## src/rtl/biu_cmd_pkg.sv

```systemverilog
package biu_cmd_pkg;

    localparam int PHASES = 8;

    // capture window: bytes 3..6 hold every decoded bit
    localparam int CAP_FIRST_BYTE = 3;
    localparam int CAP_BYTES      = 4;
    localparam int CAP_BASE_BIT   = CAP_FIRST_BYTE * 8;

    // absolute frame bit positions
    localparam int POS_ON_FIRST    = 24;
    localparam int POS_NEXT_FIRST  = 32;
    localparam int POS_NEXT_LAST   = 40;
    localparam int POS_CHECK_FIRST = 41;

    typedef enum logic [2:0] {
        ST_IDLE,
        ST_FRAME_ID,
        ST_CMD_BODY,
        ST_XFER_BODY,
        ST_DRAIN
    } rx_state_e;

    typedef struct packed {
        logic [PHASES-1:0] check;
        logic [PHASES-1:0] next;
        logic [PHASES-1:0] on;
    } phase_word_t;

endpackage

```

## src/rtl/biu_frame_rx.sv

```systemverilog
module biu_frame_rx
    import biu_cmd_pkg::*;
#(
    parameter logic [7:0] STATION_ADDR = 8'h03,
    parameter logic [7:0] CMD_ID       = 8'h0D,
    parameter logic [7:0] XFER_ID      = 8'h12,
    parameter int         CMD_LEN      = 8
) (
    input  logic                   clk,
    input  logic                   rst_n,
    input  logic                   rx_valid_i,
    input  logic                   rx_sof_i,
    input  logic                   rx_eof_i,
    input  logic [7:0]             rx_byte_i,
    output logic [CAP_BYTES*8-1:0] cap_bits_o,
    output logic                   stage_commit_o,
    output logic                   xfer_commit_o
);

    localparam int IDX_W = $clog2(CMD_LEN + 1);
    localparam logic [IDX_W-1:0] LAST_IDX = IDX_W'(CMD_LEN - 1);
    localparam logic [IDX_W-1:0] IDX_SAT  = IDX_W'(CMD_LEN);

    rx_state_e        state_q, state_d;
    logic [IDX_W-1:0] idx_q;
    logic [CAP_BYTES*8-1:0] cap_q;
    logic             mid_byte;

    assign mid_byte = rx_valid_i && !rx_sof_i;

    // state register
    always_ff @(posedge clk or negedge rst_n) begin
        if (!rst_n) begin
            state_q <= ST_IDLE;
        end else begin
            state_q <= state_d;
        end
    end

    // next state and commit strobes
    always_comb begin
        state_d        = state_q;
        stage_commit_o = 1'b0;
        xfer_commit_o  = 1'b0;
        if (rx_valid_i && rx_sof_i) begin
            if (rx_eof_i) begin
                state_d = ST_IDLE;
            end else if (rx_byte_i == STATION_ADDR) begin
                state_d = ST_FRAME_ID;
            end else begin
                state_d = ST_DRAIN;
            end
        end else if (rx_valid_i) begin
            unique case (state_q)
                ST_IDLE: begin
                    state_d = ST_IDLE;
                end
                ST_FRAME_ID: begin
                    if (rx_byte_i == CMD_ID) begin
                        state_d = rx_eof_i ? ST_IDLE : ST_CMD_BODY;
                    end else if (rx_byte_i == XFER_ID) begin
                        state_d       = rx_eof_i ? ST_IDLE : ST_XFER_BODY;
                        xfer_commit_o = rx_eof_i;
                    end else begin
                        state_d = rx_eof_i ? ST_IDLE : ST_DRAIN;
                    end
                end
                ST_CMD_BODY: begin
                    if (rx_eof_i) begin
                        state_d        = ST_IDLE;
                        stage_commit_o = (idx_q == LAST_IDX);
                    end else if (idx_q == LAST_IDX) begin
                        state_d = ST_DRAIN;
                    end
                end
                ST_XFER_BODY: begin
                    if (rx_eof_i) begin
                        state_d       = ST_IDLE;
                        xfer_commit_o = 1'b1;
                    end
                end
                ST_DRAIN: begin
                    if (rx_eof_i) begin
                        state_d = ST_IDLE;
                    end
                end
                default: begin
                    state_d = ST_IDLE;
                end
            endcase
        end
    end

    // byte index of the next byte in the frame, saturating
    always_ff @(posedge clk or negedge rst_n) begin
        if (!rst_n) begin
            idx_q <= '0;
        end else if (rx_valid_i && rx_sof_i) begin
            idx_q <= IDX_W'(1);
        end else if (rx_valid_i && idx_q < IDX_SAT) begin
            idx_q <= idx_q + IDX_W'(1);
        end
    end

    // payload capture, one lane per byte of the window
    for (genvar g = 0; g < CAP_BYTES; g++) begin : g_cap
        localparam logic [IDX_W-1:0] LANE_IDX = IDX_W'(CAP_FIRST_BYTE + g);
        always_ff @(posedge clk or negedge rst_n) begin
            if (!rst_n) begin
                cap_q[g*8 +: 8] <= '0;
            end else if (mid_byte && state_q == ST_CMD_BODY && idx_q == LANE_IDX) begin
                cap_q[g*8 +: 8] <= rx_byte_i;
            end
        end
    end

    assign cap_bits_o = cap_q;

    AST_STAGE_ON_EOF: assert property (@(posedge clk) disable iff (!rst_n)
        stage_commit_o |-> (rx_valid_i && rx_eof_i && !rx_sof_i)) else $error("stage without end mark");
    AST_XFER_ON_EOF: assert property (@(posedge clk) disable iff (!rst_n)
        xfer_commit_o |-> (rx_valid_i && rx_eof_i && !rx_sof_i)) else $error("transfer without end mark");
    AST_ONE_COMMIT: assert property (@(posedge clk) disable iff (!rst_n)
        $onehot0({stage_commit_o, xfer_commit_o})) else $error("two commits at once");
    AST_IDLE_QUIET: assert property (@(posedge clk) disable iff (!rst_n)
        (state_q == ST_IDLE || state_q == ST_DRAIN) |-> !(stage_commit_o || xfer_commit_o)) else $error("commit outside frame");

endmodule

```

## src/rtl/biu_phase_map.sv

```systemverilog
module biu_phase_map
    import biu_cmd_pkg::*;
(
    input  logic [CAP_BYTES*8-1:0] cap_bits_i,
    output phase_word_t            word_o
);

    // reserved and input-only bits of the window carry no command
    logic unused_window;
    assign unused_window = ^{cap_bits_i[POS_NEXT_FIRST + PHASES - 1 - CAP_BASE_BIT],
                             cap_bits_i[CAP_BYTES*8-1 : POS_CHECK_FIRST + PHASES - CAP_BASE_BIT]};

    for (genvar p = 0; p < PHASES; p++) begin : g_phase
        assign word_o.on[p]    = cap_bits_i[POS_ON_FIRST + p - CAP_BASE_BIT];
        assign word_o.check[p] = cap_bits_i[POS_CHECK_FIRST + p - CAP_BASE_BIT];
        if (p < PHASES - 1) begin : g_next_low
            assign word_o.next[p] = cap_bits_i[POS_NEXT_FIRST + p - CAP_BASE_BIT];
        end else begin : g_next_top
            assign word_o.next[p] = cap_bits_i[POS_NEXT_LAST - CAP_BASE_BIT];
        end
    end

endmodule

```

## src/rtl/biu_out_stage.sv

```systemverilog
module biu_out_stage
    import biu_cmd_pkg::*;
(
    input  logic        clk,
    input  logic        rst_n,
    input  phase_word_t word_i,
    input  logic        stage_commit_i,
    input  logic        xfer_commit_i,
    output phase_word_t out_o,
    output logic        xfer_pulse_o,
    output logic        early_xfer_o
);

    phase_word_t stage_q;
    phase_word_t out_q;
    logic        staged_any_q;
    logic        pulse_q;
    logic        early_q;

    always_ff @(posedge clk or negedge rst_n) begin
        if (!rst_n) begin
            stage_q      <= '0;
            staged_any_q <= 1'b0;
        end else if (stage_commit_i) begin
            stage_q      <= word_i;
            staged_any_q <= 1'b1;
        end
    end

    always_ff @(posedge clk or negedge rst_n) begin
        if (!rst_n) begin
            out_q   <= '0;
            pulse_q <= 1'b0;
            early_q <= 1'b0;
        end else begin
            pulse_q <= xfer_commit_i;
            if (xfer_commit_i) begin
                out_q <= stage_q;
                if (!staged_any_q) begin
                    early_q <= 1'b1;
                end
            end
        end
    end

    assign out_o        = out_q;
    assign xfer_pulse_o = pulse_q;
    assign early_xfer_o = early_q;

    AST_OUT_HOLD: assert property (@(posedge clk) disable iff (!rst_n)
        !xfer_commit_i |=> $stable(out_q)) else $error("outputs moved without transfer");
    AST_STAGE_HOLD: assert property (@(posedge clk) disable iff (!rst_n)
        !stage_commit_i |=> $stable(stage_q)) else $error("staging moved without command");
    AST_PULSE_SINGLE: assert property (@(posedge clk) disable iff (!rst_n)
        pulse_q |=> !pulse_q) else $error("pulse longer than one cycle");
    AST_EARLY_STICKY: assert property (@(posedge clk) disable iff (!rst_n)
        early_q |=> early_q) else $error("sticky flag dropped");

endmodule

```

## src/rtl/biu_cmd_latch.sv

```systemverilog
module biu_cmd_latch
    import biu_cmd_pkg::*;
#(
    parameter logic [7:0] STATION_ADDR = 8'h03,
    parameter logic [7:0] CMD_ID       = 8'h0D,
    parameter logic [7:0] XFER_ID      = 8'h12,
    parameter int         CMD_LEN      = 8
) (
    input  logic              clk,
    input  logic              rst_n,
    input  logic              rx_valid_i,
    input  logic              rx_sof_i,
    input  logic              rx_eof_i,
    input  logic [7:0]        rx_byte_i,
    output logic [PHASES-1:0] phase_on_o,
    output logic [PHASES-1:0] phase_next_o,
    output logic [PHASES-1:0] phase_check_o,
    output logic              xfer_pulse_o,
    output logic              early_xfer_o
);

    logic [CAP_BYTES*8-1:0] cap_bits;
    logic                   stage_commit;
    logic                   xfer_commit;
    phase_word_t            decoded;
    phase_word_t            published;

    biu_frame_rx #(
        .STATION_ADDR (STATION_ADDR),
        .CMD_ID       (CMD_ID),
        .XFER_ID      (XFER_ID),
        .CMD_LEN      (CMD_LEN)
    ) rx_i (
        .clk            (clk),
        .rst_n          (rst_n),
        .rx_valid_i     (rx_valid_i),
        .rx_sof_i       (rx_sof_i),
        .rx_eof_i       (rx_eof_i),
        .rx_byte_i      (rx_byte_i),
        .cap_bits_o     (cap_bits),
        .stage_commit_o (stage_commit),
        .xfer_commit_o  (xfer_commit)
    );

    biu_phase_map map_i (
        .cap_bits_i (cap_bits),
        .word_o     (decoded)
    );

    biu_out_stage stage_i (
        .clk            (clk),
        .rst_n          (rst_n),
        .word_i         (decoded),
        .stage_commit_i (stage_commit),
        .xfer_commit_i  (xfer_commit),
        .out_o          (published),
        .xfer_pulse_o   (xfer_pulse_o),
        .early_xfer_o   (early_xfer_o)
    );

    assign phase_on_o    = published.on;
    assign phase_next_o  = published.next;
    assign phase_check_o = published.check;

endmodule

```

## config.mk

```make
export PLATFORM = sky130hd
export DESIGN_NAME = biu_cmd_latch
export DESIGN_NICKNAME = d
export VERILOG_FILES = /design/src/rtl/biu_cmd_pkg.sv /design/src/rtl/biu_frame_rx.sv /design/src/rtl/biu_phase_map.sv /design/src/rtl/biu_out_stage.sv /design/src/rtl/biu_cmd_latch.sv
export SDC_FILE = /design/constraint.sdc
export NUM_CORES = 1
export LEC_CHECK = 0
export BUFFER_PORTS_ARGS = -buffer_cell sky130_fd_sc_hd__buf_4
export CORE_MARGIN = 2
export CORE_UTILIZATION = 55
export CTS_BUF_LIST = sky130_fd_sc_hd__clkbuf_4 sky130_fd_sc_hd__clkbuf_8 sky130_fd_sc_hd__clkbuf_16
export DETAILED_ROUTE_END_ITERATION = 6
export PLACE_DENSITY_LB_ADDON = 0.1
export SYNTH_ARGS = -nofsm -noshare
export SYNTH_HDL_FRONTEND = slang
export SYNTH_HIERARCHICAL = 1
export SYNTH_SLANG_ARGS = --single-unit
```

## constraint.sdc

```tcl
create_clock -name clk -period 2.44 [get_ports clk]
set_input_delay 0.244 -clock clk [delete_from_list [all_inputs] [get_ports clk]]
set_output_delay 0.244 -clock clk [all_outputs]
set_load 0.005 [all_outputs]
```

After elaboration in Yosys (flattened, before gate mapping)
Index checks and enable logic that the tools add are counted.
{"block": "word_totals", "regBits": 82, "input_bits": 13, "word_cells": 71}
{"block": "op_classes", "mux": 25, "order_cmp": 1, "n_eq_ne": 14, "addsub": 1, "n_bitwise": 1, "reduce_logical": 14}
{"operator": "$mux 3", "n": 10}
{"operator": "$eq 4x3->1 const B", "n": 4}
{"operator": "$mux 1", "n": 9}
{"operator": "$pmux 3 s3", "n": 1}
{"operator": "$eq 8x2->1 const B", "n": 1}
{"operator": "$eq 8x4->1 const B", "n": 1}
{"operator": "$eq 8x5->1 const B", "n": 1}
{"operator": "$logic_and 1x1->1", "n": 8}
{"operator": "$mux 4", "n": 2}
{"operator": "$eq 3x2->1 const B", "n": 2}
{"operator": "$add 4x1->4 const B", "n": 1}
{"operator": "$eq 4x2->1 const B", "n": 1}
{"operator": "$lt 4x4->1 const B", "n": 1}
{"operator": "$mux 2", "n": 2}
{"operator": "$ne 4x2->1 const B", "n": 1}
{"operator": "$reduce_bool 2->1", "n": 2}
{"operator": "$eq 3x1->1 const B", "n": 1}
{"operator": "$eq 3x3->1 const B", "n": 1}
{"operator": "$ne 3x1->1 const B", "n": 1}
{"operator": "$reduce_and 3->1", "n": 1}
{"operator": "$pmux 1 s2", "n": 1}
{"operator": "$reduce_and 2->1", "n": 1}
{"operator": "$reduce_or 2->1", "n": 1}
{"operator": "$logic_not 1->1", "n": 1}
{"operator": "$not 1->1", "n": 1}

Longest topological paths before layout
Gate-level depths: netlist (run 1).
{"block": "depth", "depth_word": 7, "ltp_mapped": 8}

Modules after synthesis
Netlist (run 1), hierarchy kept.
{"module": "biu_out_stage", "instances": 1, "area_each_um2": 2079.5, "seq_area_each_um2": 1276.2, "cells_per_inst": 108}
{"module": "biu_frame_rx", "instances": 1, "area_each_um2": 1775.5, "seq_area_each_um2": 975.9, "cells_per_inst": 130}
{"module": "biu_phase_map", "instances": 1, "area_each_um2": 180.2, "seq_area_each_um2": 0.0, "cells_per_inst": 24}

Worst setup path after synthesis (run 1)
Ideal clock, no wire load.
{"block": "synth_path", "path_type": "input to register", "from": "input port rx_byte_i[3]", "to": "register stage_i.out_q, in the netlist stage_i/out_o[10]", "setup_time_ns": 0.125, "stages": 7, "path_slack_ns": 0.609, "path_buffers": 2, "t_required_ns": 2.315, "arrival_ns": 1.706, "cell_sequence": "or4b_1 > nor2_1 > nor2_1 > nor2_1 > buf_6 > buf_12 > mux2_4"}
{"block": "synth_via", "elab_chain_len": 6, "elab_cells_between_ends": 7, "classes_between": "eq/ne: 2; mux: 5"}
{"item": "from (decl)", "line_no": "biu_cmd_latch.sv:14", "text": "input logic [7:0] rx_byte_i,"}
{"item": "$eq 8x5->1", "line_no": "biu_frame_rx.sv:61", "text": "end else if (rx_byte_i == XFER_ID) begin"}
{"item": "$mux 1", "line_no": "biu_frame_rx.sv:61"}
{"item": "$mux 1 *", "line_no": "biu_frame_rx.sv:59", "text": "if (rx_byte_i == CMD_ID) begin"}
{"item": "$pmux 1 s2 *", "line_no": "biu_frame_rx.sv:54", "text": "unique case (state_q)"}
{"item": "$mux 1 *", "line_no": "biu_frame_rx.sv:53", "text": "end else if (rx_valid_i) begin"}
{"item": "$mux 1 *", "line_no": "biu_frame_rx.sv:45", "text": "if (rx_valid_i && rx_sof_i) begin"}
{"item": "net xfer_commit", "line_no": "biu_cmd_latch.sv:24", "text": "logic xfer_commit;"}
{"item": "to (signal assigned)", "line_no": "biu_out_stage.sv:38", "text": "out_q <= stage_q;"}
{"item": "to (decl)", "line_no": "biu_out_stage.sv:15", "text": "phase_word_t out_q;"}
The timed path passes the listed nets; every way through them passes the cells marked *.
A chain may end at the register's enable or synchronous reset.

Worst setup path in the final report (run 1)
{"block": "layout_path", "from": "register rx_i.state_q[1]", "to": "register stage_i/stage_q[15] in the netlist's numbering"}
{"block": "layout_via", "elab_chain_len": 4}
{"item": "from (decl)", "line_no": "biu_frame_rx.sv:24", "text": "rx_state_e state_q, state_d;"}
{"item": "from (signal assigned)", "line_no": "biu_frame_rx.sv:36", "text": "state_q <= state_d;"}
{"item": "$eq 3x2->1", "line_no": "biu_frame_rx.sv:54"}
{"item": "$mux 1", "line_no": "biu_frame_rx.sv:54"}
{"item": "$mux 1", "line_no": "biu_frame_rx.sv:53"}
{"item": "$mux 1", "line_no": "biu_frame_rx.sv:45"}
{"item": "net stage_commit", "line_no": "biu_cmd_latch.sv:23", "text": "logic stage_commit;"}
{"item": "to (signal assigned)", "line_no": "biu_out_stage.sv:25", "text": "stage_q <= word_i;"}
{"item": "to (decl)", "line_no": "biu_out_stage.sv:14", "text": "phase_word_t stage_q;"}
The timed path passes the listed nets, and every way through them passes these cells.

==> results.json, run 1 <==
{
  "cap_violations": 0,
  "fin_nets": 288,
  "cts_num_sinks": 82,
  "hold_path_depth": 2,
  "wire_per_inst_um": 17.05,
  "max_freq_mhz": 524.1,
  "cts_setup_buffers": 0,
  "totalPowerFinal_mw": 2.466,
  "root_buffer": "clkbuf_8",
  "die_w_um": 86.52,
  "coreArea_um2": 6681,
  "clockBufferDepth": 2,
  "switching_share": 0.2478,
  "path_max_fanout": 16,
  "setup_viol": 0,
  "crit_family": "simple AND/OR/NAND/NOR gates",
  "synthCells": 246,
  "grt_max_degree": 45,
  "crit_chain": "nor2b_1 > and4_1 > and3_1 > buf_4 > mux2_2",
  "max_slew_margin": 0.6577,
  "ios": 39,
  "detail-route-antenna-nets": 0,
  "cts_tree": "yes",
  "syn_area_per_cell_um2": 15.22,
  "fin_crit_sh": 0.7820,
  "intPower_mw": 1.855,
  "fill_cells": 528,
  "cp_slowest_stage_delay_ns": 0.46,
  "cts_buffers": 9,
  "synth_fp_nets": 263,
  "critPathRequiredTime_ns": 2.67,
  "routed_wl_um": 6054,
  "powerDensity_nw_per_um2": 602.9,
  "hold_violations": 0,
  "rsz0062_at_grt": "no",
  "post_cts_resized": 0,
  "start_util": 0.5605,
  "hold_ws_ns": 0.1258,
  "viasPerCell": 5.369,
  "synth_warnings": 6,
  "fin_area_um2": 4090,
  "cp-end-kind": "register",
  "hold_class": "in2reg",
  "placed_area_um2": 3911,
  "clk_latency_ns": 0.35,
  "grt_pass1_wl_um": 9880,
  "p_leak_nw": 2.096,
  "crit_buf_inv": 1,
  "io_buffers": 38,
  "arrival_ns": 2.14,
  "drcViolationCount": 0,
  "totalNegativeSetupSlack_ns": 0,
  "dieHeight_um": 86.52,
  "final_max_slew_viol_count": 0,
  "vias": 1906,
  "peakVddDrop_v": 0.0004202,
  "row_count": 30,
  "dieArea_um2": 7485,
  "clkPwrFrac": 0.350,
  "grt_pass1_vias": 1863,
  "critical_path_depth": 5,
  "switchingPower_mw": 0.6109,
  "sequentialPowerShare": 0.577,
  "cts_max_level": 3,
  "crit_slowest_cell": "dfrtp_1",
  "antenna_found_initial": 0,
  "diodes": 0,
  "worst_pin_slew_ns": 0.5134,
  "drtPass1Iterations": 4,
  "layout-drive-gt1-share": 0.5055,
  "grt_usage": 0.1765,
  "r2r_cells": 5,
  "status": "finished, final reports clean",
  "grt_remaining_overflow": 0,
  "drt-initial-drc-count": 65,
  "fin_skew_ns": 0.009325,
  "startpoint_type": "register",
  "gp_congestion": 0.7569,
  "cts_hold_buf": 1,
  "path_class": "reg2reg",
  "hpwl_um": 4051,
  "area_growth_pct": 9.221,
  "p_comb_frac": 0.072,
  "syn-cell-area_um2": 3745,
  "period_minus_slack_ns": 1.908,
  "clk_pin_slew_ns": 0.08
}
-- power groups by stage --
stage               combinational, mW  clock [mW]  sequential (mW)
detailed placement              0.179           0             1.45
floorplan                       0.113           0             1.44
CTS                             0.181       0.884             1.42
finish                          0.178       0.864             1.42
global placement                0.176           0             1.45
global route                    0.201       0.957             1.43
-- final timing paths --
path	start	endpoint	slack (ns)
max	rx_i/state_q[1]	stage_i/stage_q[15]	0.53
min	rx_sof_i	rx_i/idx_q[2]	0.13
max reg2reg	rx_i/state_q[1]	stage_i/stage_q[15]	0.53
min reg2reg	stage_i/early_xfer_o	stage_i/early_xfer_o	0.47
max in group asynchronous	rst_n	rx_i/cap_bits_o[22]	1.43
min in group asynchronous	rst_n	stage_i/stage_q[4]	0.41
-- layer usage --
layer	vias up	GRT usage	wire, µm
li1	888	-	-
met1	976	0.2549	2932
met2	33	0.2566	2829
met3	9	0.03524	163
met4	0	0.08523	129
met5	-	0	0
-- cell usage in the layout, fill, tap and decap left out, drive strengths merged, types with 2 or more instances in the layout --
master and instances:
nor2 4, or2 2, buf 46, nand2 5
nor3b 2, nor2b 2, o22ai 2, clkbuf 10
mux2 73, dfrtp 82, mux2i 3, nand3b 2
nand4 2, inv 8, or4b 3, ha 4
clkinv 4
-- flip-flops by register name (all words and copies together) (netlist names) --
| register | count |
|---|---|
| stage_i/out_o | 24 |
| stage_i/staged_any_q | 1 |
| stage_i/early_xfer_o | 1 |
| stage_i/stage_q | 24 |
| rx_i/state_q | 3 |
| rx_i/idx_q | 4 |
| rx_i/cap_bits_o | 24 |
| stage_i/xfer_pulse_o | 1 |
-- stage by stage --
| stage | util | instances | worst slack [ns] |
|---|---|---|---|
| floorplan | - | 246 | 0.6091 |
| global placement | 0.5854 | 339 | 0.3808 |
| detailed placement | 0.5854 | 339 | 0.3544 |
| CTS | 0.6122 | 355 | 0.5330 |
| global route | 0.6122 | 355 | 0.3968 |
| finish | 0.6122 | 355 | 0.5319 |
-- worst reg2reg max path: stages, from the launching register on --
cell and delay, ns:
dfrtp_1 0.46, nor2b_1 0.23, and4_1 0.23, and3_1 0.19, buf_4 0.30, mux2_2 0.38
-- cell type report --
class	instances	area, µm²	share of cell area
Clock buffer	10	137.6	0.03365
Clock inverter	5	31.28	0.007648
Inverter	8	30.03	0.007342
Multi-Input combinational cell	123	1371	0.3353
Sequential cell	82	2052	0.5017
Tap cell	80	100.1	0.02447
Timing Repair Buffer	47	367.9	0.08994
No activity file was read; power rests on OpenSTA's default activity.
==> run 2: changes to the inputs <==
==> constraint.sdc (replaced) <==
create_clock -name clk -period 1.8 [get_ports clk]
set_input_delay 0.18 -clock clk [delete_from_list [all_inputs] [get_ports clk]]
set_output_delay 0.18 -clock clk [all_outputs]
set_load 0.005 [all_outputs]
==> run 2 against run 1 <==
Effect of this change:
- sequential share of layout area decreased by 3.4 points
- die area unchanged
- critical path depth unchanged
- setup slack got worse by 0.45 ns
- clock power increased by 76%
- core utilization increased by 4.4 points
- critical endpoint is now stage_i/stage_q[10]
- first-iteration DRC count decreased by 22%
- critical path type unchanged
- routed wire length increased by 3.7%
- hold slack got worse by 0.058 ns
- sequential power increased by 35%
- flip-flop and latch count unchanged
==> results.json, run 2 (same netlist as run 1, synthesis figures left out) <==
{
  "period_minus_slack_ns": 1.722,
  "critical_path_depth": 5,
  "status": "finished, final reports clean",
  "cts_buffers": 9,
  "critPathRequiredTime_ns": 2.03,
  "grt_max_degree": 83,
  "io_buffers": 38,
  "drt-initial-drc-count": 51,
  "final_common_cell": "dfrtp_1",
  "fin_util": 0.6564,
  "start_util": 0.5605,
  "totalPowerFinal_mw": 3.728,
  "crit_slowest_cell": "dfrtp_1",
  "antenna_found_initial": 0,
  "detail-route-antenna-nets": 0,
  "dieArea_um2": 7485,
  "grt_usage": 0.1876,
  "clockBufferDepth": 2,
  "setup_viol": 0,
  "timing.final.ws_setup_ns": 0.07764,
  "post_cts_resized": 0,
  "routed_wl_um": 6275,
  "worst_pin_slew_ns": 0.4207,
  "coreArea_um2": 6681,
  "fin_crit_sh": 0.9569,
  "layout_common_cells": "82 x dfrtp_1, 64 x buf_4, 38 x mux2_4",
  "drcViolationCount": 0,
  "die_w_um": 86.52,
  "startpoint_type": "register",
  "place_inst": 357,
  "hold_ws_ns": 0.06782,
  "wire_per_inst_um": 16.56,
  "area_growth_pct": 17.11,
  "diodes": 0,
  "fin_nets": 311,
  "peakVddDrop_v": 0.0005616,
  "grt_pass1_wl_um": 10600,
  "clk_latency_ns": 0.35,
  "root_buffer": "clkbuf_8",
  "dieHeight_um": 86.52,
  "arrival_ns": 1.95,
  "cts_tree": "yes",
  "crit_buf_inv": 1,
  "cts_num_sinks": 82,
  "vias": 1992,
  "layoutNonFillerInstCount": 379,
  "rsz0062_at_grt": "no",
  "powerDensity_nw_per_um2": 850.0,
  "crit_chain": "and2b_4 > and4_1 > and3_4 > buf_12 > mux2_4",
  "fill_cells": 508,
  "placed_area_um2": 4101,
  "layout-drive-gt1-share": 0.5485,
  "row_count": 30,
  "cts_max_level": 3,
  "path_class": "reg2reg",
  "ios": 39,
  "viasPerCell": 5.256,
  "crit_family": "simple AND/OR/NAND/NOR gates",
  "hold_violations": 0,
  "max_freq_mhz": 580.6,
  "cap_violations": 0,
  "drtPass1Iterations": 4,
  "hold_path_depth": 2,
  "p_leak_nw": 2.253,
  "totalNegativeSetupSlack_ns": 0,
  "final_max_slew_viol_count": 0,
  "dp_slack_ns": -0.05045,
  "grt_remaining_overflow": 0,
  "hpwl_um": 4370,
  "r2r_cells": 5,
  "hold_class": "in2reg",
  "cp-end-kind": "register",
  "clk_pin_slew_ns": 0.08,
  "path_max_fanout": 10,
  "gp_congestion": 0.7811,
  "cp_slowest_stage_delay_ns": 0.38,
  "max_slew_margin": 0.7195,
  "fin_skew_ns": 0.009706,
  "fin_area_um2": 4385,
  "grt_pass1_vias": 2016
}
[run 2: cell count changes in the layout (fill, tap and decap cells not counted)]
cell / before / now
and3_1: 1 / 0
and3_4: 0 / 1
buf_12: 1 / 5
buf_4: 45 / 64
bufinv_16: 0 / 2
clkbuf_8: 10 / 11
clkinv_2: 3 / 0
inv_6: 0 / 1
[run 2: layout make-up]
| type | count | area, µm² | area share |
|---|---|---|---|
| multi-input cells | 123 | 1376 | 0.3138 |
| clock buffers | 11 | 151.4 | 0.03452 |
| flip-flops and latches | 82 | 2052 | 0.4679 |
| repair buffers | 70 | 590.6 | 0.1347 |
| inverters | 8 | 30.03 | 0.006847 |
| clock inverters | 5 | 85.08 | 0.01940 |
| well taps | 80 | 100.1 | 0.02282 |
[run 2: metal layers]
layer | vias to the layer above | GRT usage | routed length, µm
met5 | - | 0 | 0
met4 | 0 | 0.07670 | 80
met3 | 8 | 0.03429 | 173
met2 | 28 | 0.2930 | 3020
met1 | 1012 | 0.2610 | 3001
li1 | 944 | - | -
[run 2: power breakdown]
part / switching, mW / total, mW / internal, mW
Combinational: 0.150 / 0.287 / 0.137
Sequential: 0.0386 / 1.92 / 1.88
Clock: 0.658 / 1.52 / 0.864
[run 2: path summary, 6_finish.rpt]
path | from | slack [ns] | to
max | rx_i/idx_q[3] | 0.08 | stage_i/stage_q[10]
max reg2reg | rx_i/idx_q[3] | 0.08 | stage_i/stage_q[10]
min in group asynchronous | rst_n | 0.41 | stage_i/out_o[5]
max in group asynchronous | rst_n | 1.07 | stage_i/stage_q[20]
min | rx_sof_i | 0.07 | rx_i/idx_q[2]
min reg2reg | stage_i/early_xfer_o | 0.47 | stage_i/early_xfer_o
[run 2: what timing repair did]
| item | 4_1_cts | 5_1_grt |
|---|---|---|
| buffers inserted | 0 | 5 |
| hold buffers | 1 | 0 |
| hold endpoints to repair | 82 | 0 |
| setup endpoints to repair | 0 | 13 |
